**src/rtl/pwm_pkg.sv**
```systemverilog
package pwm_pkg;
  localparam int CNT_W  = 16;
  localparam int LEAD_W = 15;

  typedef struct packed {
    logic              en;
    logic [LEAD_W-1:0] lead;
    logic [CNT_W-1:0]  reps;
  } ctrl_t;

  typedef struct packed {
    logic [CNT_W-1:0] hi;
    logic [CNT_W-1:0] lo;
  } timing_t;

  typedef enum logic [2:0] {
    PH_IDLE,
    PH_LEAD,
    PH_HIGH,
    PH_LOW,
    PH_DONE
  } phase_e;
endpackage

```
**src/rtl/pwm_regs.sv**
```systemverilog
module pwm_regs
  import pwm_pkg::*;
#(
  parameter int NCH    = 6,
  parameter int ADDR_W = 8
) (
  input  logic                  clk_i,
  input  logic                  rst_ni,
  input  logic                  wr_en_i,
  input  logic [ADDR_W-1:0]     addr_i,
  input  logic [31:0]           wdata_i,
  output logic [31:0]           rdata_o,
  output ctrl_t   [NCH-1:0]     ctrl_o,
  output timing_t [NCH-1:0]     timing_o
);
  // Two banks of eight words: bank 0 holds control, bank 1 holds timing.
  localparam int IDX_W  = 3;
  localparam int BANK_W = ADDR_W - IDX_W - 2;
  localparam logic [BANK_W-1:0] BANK_CTRL = BANK_W'(0);
  localparam logic [BANK_W-1:0] BANK_TIM  = BANK_W'(1);

  logic [BANK_W-1:0] bank;
  logic [IDX_W-1:0]  idx;
  logic              unused_lsb;

  assign bank       = addr_i[ADDR_W-1:IDX_W+2];
  assign idx        = addr_i[IDX_W+1:2];
  assign unused_lsb = ^addr_i[1:0];

  for (genvar c = 0; c < NCH; c++) begin : g_reg
    ctrl_t   ctrl_q;
    timing_t tim_q;
    logic    ctrl_we, tim_we;

    assign ctrl_we = wr_en_i && (bank == BANK_CTRL) && (idx == IDX_W'(c));
    assign tim_we  = wr_en_i && (bank == BANK_TIM)  && (idx == IDX_W'(c));

    always_ff @(posedge clk_i or negedge rst_ni) begin
      if (!rst_ni)      ctrl_q <= '0;
      else if (ctrl_we) ctrl_q <= ctrl_t'(wdata_i);
    end

    always_ff @(posedge clk_i or negedge rst_ni) begin
      if (!rst_ni)     tim_q <= '0;
      else if (tim_we) tim_q <= timing_t'(wdata_i);
    end

    assign ctrl_o[c]   = ctrl_q;
    assign timing_o[c] = tim_q;
  end

  always_comb begin
    rdata_o = '0;
    for (int c = 0; c < NCH; c++) begin
      if (int'(idx) == c) begin
        if (bank == BANK_CTRL)     rdata_o = ctrl_o[c];
        else if (bank == BANK_TIM) rdata_o = timing_o[c];
      end
    end
  end
endmodule

```
**src/rtl/pwm_chan.sv**
```systemverilog
module pwm_chan
  import pwm_pkg::*;
(
  input  logic              clk_i,
  input  logic              rst_ni,
  input  logic              en_i,
  input  logic [LEAD_W-1:0] lead_i,
  input  logic [CNT_W-1:0]  reps_i,
  input  logic [CNT_W-1:0]  hi_i,
  input  logic [CNT_W-1:0]  lo_i,
  output logic              pwm_o
);
  phase_e           ph_q, ph_d;
  logic [CNT_W-1:0] cnt_q, cnt_d;
  logic [CNT_W-1:0] per_q, per_d;
  logic [CNT_W-1:0] lo_q, lo_d;

  // Values a new period starts from, taken from the staged timing word.
  phase_e           st_ph;
  logic [CNT_W-1:0] st_cnt;
  logic [CNT_W-1:0] per_inc;
  logic             last_per;

  assign st_ph    = (hi_i != '0) ? PH_HIGH : PH_LOW;
  assign st_cnt   = (hi_i != '0) ? hi_i - 1'b1 :
                    (lo_i != '0) ? lo_i - 1'b1 : '0;
  assign per_inc  = per_q + 1'b1;
  assign last_per = (reps_i != '0) && (per_inc == reps_i);

  always_comb begin
    ph_d  = ph_q;
    cnt_d = cnt_q;
    per_d = per_q;
    lo_d  = lo_q;
    if (!en_i) begin
      ph_d  = PH_IDLE;
      cnt_d = '0;
      per_d = '0;
      lo_d  = '0;
    end else begin
      unique case (ph_q)
        PH_IDLE: begin
          if (lead_i != '0) begin
            ph_d  = PH_LEAD;
            cnt_d = {1'b0, lead_i} - 1'b1;
          end else begin
            ph_d  = st_ph;
            cnt_d = st_cnt;
            lo_d  = lo_i;
          end
        end
        PH_LEAD: begin
          if (cnt_q == '0) begin
            ph_d  = st_ph;
            cnt_d = st_cnt;
            lo_d  = lo_i;
          end else begin
            cnt_d = cnt_q - 1'b1;
          end
        end
        PH_HIGH, PH_LOW: begin
          if (cnt_q != '0) begin
            cnt_d = cnt_q - 1'b1;
          end else if (ph_q == PH_HIGH && lo_q != '0) begin
            ph_d  = PH_LOW;
            cnt_d = lo_q - 1'b1;
          end else begin
            per_d = per_inc;
            if (last_per) begin
              ph_d = PH_DONE;
            end else begin
              ph_d  = st_ph;
              cnt_d = st_cnt;
              lo_d  = lo_i;
            end
          end
        end
        PH_DONE: ph_d = PH_DONE;
        default: ph_d = PH_IDLE;
      endcase
    end
  end

  always_ff @(posedge clk_i or negedge rst_ni) begin
    if (!rst_ni) begin
      ph_q  <= PH_IDLE;
      cnt_q <= '0;
      per_q <= '0;
      lo_q  <= '0;
    end else begin
      ph_q  <= ph_d;
      cnt_q <= cnt_d;
      per_q <= per_d;
      lo_q  <= lo_d;
    end
  end

  // The enable gates the output so that a disable acts without waiting a cycle.
  assign pwm_o = en_i && (ph_q == PH_HIGH);
endmodule

```
**src/rtl/pwm_bank.sv**
```systemverilog
module pwm_bank
  import pwm_pkg::*;
#(
  parameter int NCH    = 6,
  parameter int ADDR_W = 8
) (
  input  logic              clk_i,
  input  logic              rst_ni,
  input  logic              wr_en_i,
  input  logic [ADDR_W-1:0] addr_i,
  input  logic [31:0]       wdata_i,
  output logic [31:0]       rdata_o,
  output logic [NCH-1:0]    pwm_o
);
  ctrl_t   [NCH-1:0] ctrl;
  timing_t [NCH-1:0] timing;
  logic    [NCH-1:0] en_vec;

  pwm_regs #(.NCH(NCH), .ADDR_W(ADDR_W)) u_regs (
    .clk_i   (clk_i),
    .rst_ni  (rst_ni),
    .wr_en_i (wr_en_i),
    .addr_i  (addr_i),
    .wdata_i (wdata_i),
    .rdata_o (rdata_o),
    .ctrl_o  (ctrl),
    .timing_o(timing)
  );

  for (genvar c = 0; c < NCH; c++) begin : g_ch
    assign en_vec[c] = ctrl[c].en;

    pwm_chan u_chan (
      .clk_i (clk_i),
      .rst_ni(rst_ni),
      .en_i  (ctrl[c].en),
      .lead_i(ctrl[c].lead),
      .reps_i(ctrl[c].reps),
      .hi_i  (timing[c].hi),
      .lo_i  (timing[c].lo),
      .pwm_o (pwm_o[c])
    );
  end
endmodule

```
**config.mk**
```make
export PLATFORM = sky130hd
export DESIGN_NAME = pwm_bank
export DESIGN_NICKNAME = d
export VERILOG_FILES = /design/src/rtl/pwm_pkg.sv /design/src/rtl/pwm_regs.sv /design/src/rtl/pwm_chan.sv /design/src/rtl/pwm_bank.sv
export SDC_FILE = /design/constraint.sdc
export NUM_CORES = 2
export LEC_CHECK = 0
export BUFFER_PORTS_ARGS = -buffer_cell sky130_fd_sc_hd__buf_4
export CELL_PAD_IN_SITES_DETAIL_PLACEMENT = 0
export CELL_PAD_IN_SITES_GLOBAL_PLACEMENT = 1
export CORE_ASPECT_RATIO = 0.8
export CORE_MARGIN = 2
export CORE_UTILIZATION = 38
export DETAILED_ROUTE_END_ITERATION = 10
export PLACE_DENSITY = 0.71
export RECOVER_POWER = 25
export SETUP_SLACK_MARGIN = 0.1
export SLEW_MARGIN = 10
export SYNTH_ARGS = -nofsm -noshare
export SYNTH_HDL_FRONTEND = slang
export SYNTH_SLANG_ARGS = --single-unit
```
**constraint.sdc**
```tcl
create_clock -name clk_i -period 2.8 [get_ports clk_i]
set_input_delay 0.28 -clock clk_i [delete_from_list [all_inputs] [get_ports clk_i]]
set_output_delay 0.28 -clock clk_i [all_outputs]
set_load 0.005 [all_outputs]
```
==> summary.md <==
| Metric | Value |
|---|---|
| Max_slew headroom | `5.75%` |
| RSZ-0062 raised after global routing | `true` |
| Skew-Pair Late Insertion Delay | `0.69 ns` |
| Area Overhead vs Synth | `29.6%` |
| Site row count | `116` |
| Cell area power density | `707 nW/um^2` |
| Share of cells above drive strength 1 | `32.7%` |
| Final ANT Viol Nets | `0` |
| Antenna violations before repair | `12` |
| IO Pins | `81` |
| Max IR drop VDD | `466 uV` |
| Max Slew Vio Count | `0` |
| Yosys warning count | `0` |
| Distinct cells, synth | `97` |
| Synthesized area per cell | `8.96 um^2` |
| Critical path type | `reg2reg` |
| Clock Skews | `0.0337 ns` |
| DP Wirelength | `150000 um` |
| Peak Freq | `350 MHz` |
| Synth top area share | `35.8%` |
| Violated checks | `negative setup slack` |
| P_leak | `27.1 nW` |
| Final Critical Period | `2.86 ns` |
| Worst Hold Launch | `wdata_i[21]` |
| I/O Buffers | `78` |
| Final Hold Vio Count | `0` |
| DRT iter0 DRCs | `5321` |
| CTS Buf Count | `79` |
| DR pass1 iterations | `6` |
| WL/cell | `26.0 um` |
| CTS root buffer | `clkbuf_16` |
| CTS clk-pin slew, worst paths | `0.06 ns` |
| Synth area leader | `dfrtp_1` |
| Critical R2R Capture | `g_ch[5].u_chan.cnt_q[15]$_DFFE_PN0P_` |
| Final setup violation count | `46` |
| Pre-CTS setup slack | `-0.121 ns` |
| Max-cap violations | `0` |
| Count leader, synth | `dfrtp_1` |
| CTS tree | `built` |
| Least-Margin Pin Slew | `1.41 ns` |
| Flop2flop setup slack | `-0.06 ns` |
| Status | `finished, violations left` |
| GRT Residual Overflow | `0` |
| Post-Synthesis Cells | `5384` |
| Top post-synthesis cells by count | `dfrtp_1 (690), nand2_1 (413), mux2_2 (408)` |
| Core area | `126000 um^2` |
| Die X-Extent | `402 um` |
| Multi-input combinational cell area | `32400 um^2` |
| Via count | `47200` |
| Hold path depth | `2` |
| Fillers | `11700` |
| Setup ws final | `-0.0601 ns` |
| Setup TNS | `-0.791 ns` |
| Ys flop type | `dfrtp_1` |
| Synth area leaders | `dfrtp_1 (36%), mux2_2 (9.5%), xnor2_1 (5.3%)` |
| WP data required | `3.35 ns` |
| Fin crit share | `102%` |
| Synth Register Bits | `690` |
| Initial Utilization | `38.4%` |
| Global Route Usage Sum | `30.0%` |
| Clk buf depth | `3` |
| Die Span Y | `323 um` |
| Largest net degree at the start of global routing | `105` |
| Critical Path End Type | `register` |
| Worst r2r path cells | `9` |
| Sinks on Clock Net | `690` |
| Syn_nets | `5493` |
| Async set-reset flop share out of synthesis | `100%` |
| Post-synthesis sequential area ratio | `35.8%` |
| Arrival time of the worst setup path | `3.41 ns` |
| Die ar. | `130000 um^2` |
| # diodes | `0` |
| CP max FO | `5` |
| Global-route wire length before repair | `295000 um` |
| HP Class | `in2reg` |
| Hold EP | `u_regs.timing_o[181]$_DFFE_PN0P_` |
| Mapped Area | `48300 um^2` |
| Register Area | `17300 um^2` |
| Final GP Congestion | `1.01` |
| CP startpoint kind | `register` |
| Htree depth | `3` |
| DRC | `0` |
| DRT Wirelength | `202000 um` |
| Layout Nets | `6158` |
| RR Startpoint | `u_regs.timing_o[170]$_DFFE_PN0P_` |
| Post-synth EDFFs | `0` |
| Vias per cell | `6.08` |
| Vias in the first global route | `44200` |
## layout by cell type (no fill, tap or decap), types with 29 or more instances in the layout
master,n
a21oi_1,229
a21oi_2,63
and2_1,39
buf_12,29
buf_4,783
buf_6,74
clkbuf_16,84
dfrtp_1,662
ha_1,61
inv_1,96
mux2_2,396
mux2i_1,174
nand2_1,395
nand2b_1,43
nand3_1,185
nand3_2,33
nand3b_1,31
nand4_1,59
nor2_1,373
nor3_1,169
nor3_2,29
nor4_1,99
o211ai_1,48
o21ai_0,213
o21ai_1,61
o22ai_1,106
o31ai_1,33
or3_1,70
or4_1,48
xnor2_1,289
xor2_1,238
## state kept, by name, indices dropped and copies added (netlist names)
name	cells
u_regs.timing_o	192
g_ch.u_chan.per_q	96
g_ch.u_chan.ph_q	18
g_ch.u_chan.cnt_q	96
g_ch.u_chan.lo_q	96
u_regs.ctrl_o	192
## per-layer routing
metal  vias to the layer above  part of all wire [%]  global-route usage (%)
met5                         -                 0.022                       0
met4                         6                   2.9                    8.39
met3                       306                    10                    7.70
met1                     23700                    46                    45.0
met2                      2052                    41                    41.9
li1                      21200                     -                       -
## stage by stage
step	cell area [um^2]	hold slack [ns]	cells	total power, mW	util [%]
final	62500	0.0543	7766	44.2	49.8
after global routing	62500	0.00567	7766	46.1	49.8
after CTS	60100	0.00544	7706	42.7	47.9
after detailed placement	55700	0.243	7510	30.2	44.4
after global placement	55700	0.235	7510	30.2	44.4
after floorplan	48600	-0.0156	5384	22.7	-
## final cells by class
| type | instances | area share [%] |
|---|---|---|
| flip-flops and latches | 690 | 27.7 |
| inverters | 100 | 0.600 |
| clock buffers | 112 | 3.65 |
| multi-input cells | 4264 | 51.7 |
| well taps | 1652 | 3.31 |
| repair buffers | 914 | 12.1 |
| clock inverters | 34 | 0.910 |
## critical path, stage by stage (launching register included)
cell and delay, ns:
dfrtp_1 0.38, or4_4 0.55, or4b_4 0.56, o311ai_4 0.34
buf_4 0.19, buf_6 0.13, a2bb2oi_1 0.16, nor2_1 0.09
nor4_2 0.20, a211oi_1 0.12
## cells by family (layout without fill, tap and decap cells)
logic type                 Yosys count  after routing  synth area share [%]
and+or+nand+nor                   1899           1900                  20.3
adders and majority gates           66             66                  1.71
AOI/OAI and AO/OA                 1148           1149                  15.2
DFF                                690            690                  35.8
muxes                              620            620                  13.9
buffers and inverters              432           1160                  3.47
xor gates and xnor gates           529            529                  9.60
## what timing repair did
action,CTS,global route
gates cloned,7,11
resized for setup,264,482
hold buffers,2,0
endpoints found under the hold margin,265,0
setup endpoints to repair,207,284
pin swaps,54,128
buffers inserted,41,52
## report_power, final
group          total [mW]  switching [mW]  internal, mW
Sequential           12.5            1.48          11.0
Combinational        20.0            11.8          8.26
Clock                11.7            4.69          7.00
## worst max-delay path by stage
| stage | startpoint | end | cells after the start |
|---|---|---|---|
| after floorplan | g_ch[3].u_chan.cnt_q[11]$_DFFE_PN0P_ | g_ch[3].u_chan.cnt_q[12]$_DFFE_PN0P_ | 9 |
| after global placement | g_ch[3].u_chan.cnt_q[11]$_DFFE_PN0P_ | g_ch[3].u_chan.cnt_q[1]$_DFFE_PN0P_ | 10 |
| after detailed placement | g_ch[3].u_chan.cnt_q[11]$_DFFE_PN0P_ | g_ch[3].u_chan.cnt_q[6]$_DFFE_PN0P_ | 9 |
| after CTS | g_ch[3].u_chan.cnt_q[11]$_DFFE_PN0P_ | g_ch[3].u_chan.cnt_q[8]$_DFFE_PN0P_ | 10 |
| after global routing | g_ch[3].u_chan.per_q[0]$_DFFE_PN0P_ | g_ch[3].u_chan.cnt_q[8]$_DFFE_PN0P_ | 11 |
| final | u_regs.timing_o[170]$_DFFE_PN0P_ | g_ch[5].u_chan.cnt_q[15]$_DFFE_PN0P_ | 9 |
Power figures use the tool's default switching activity.
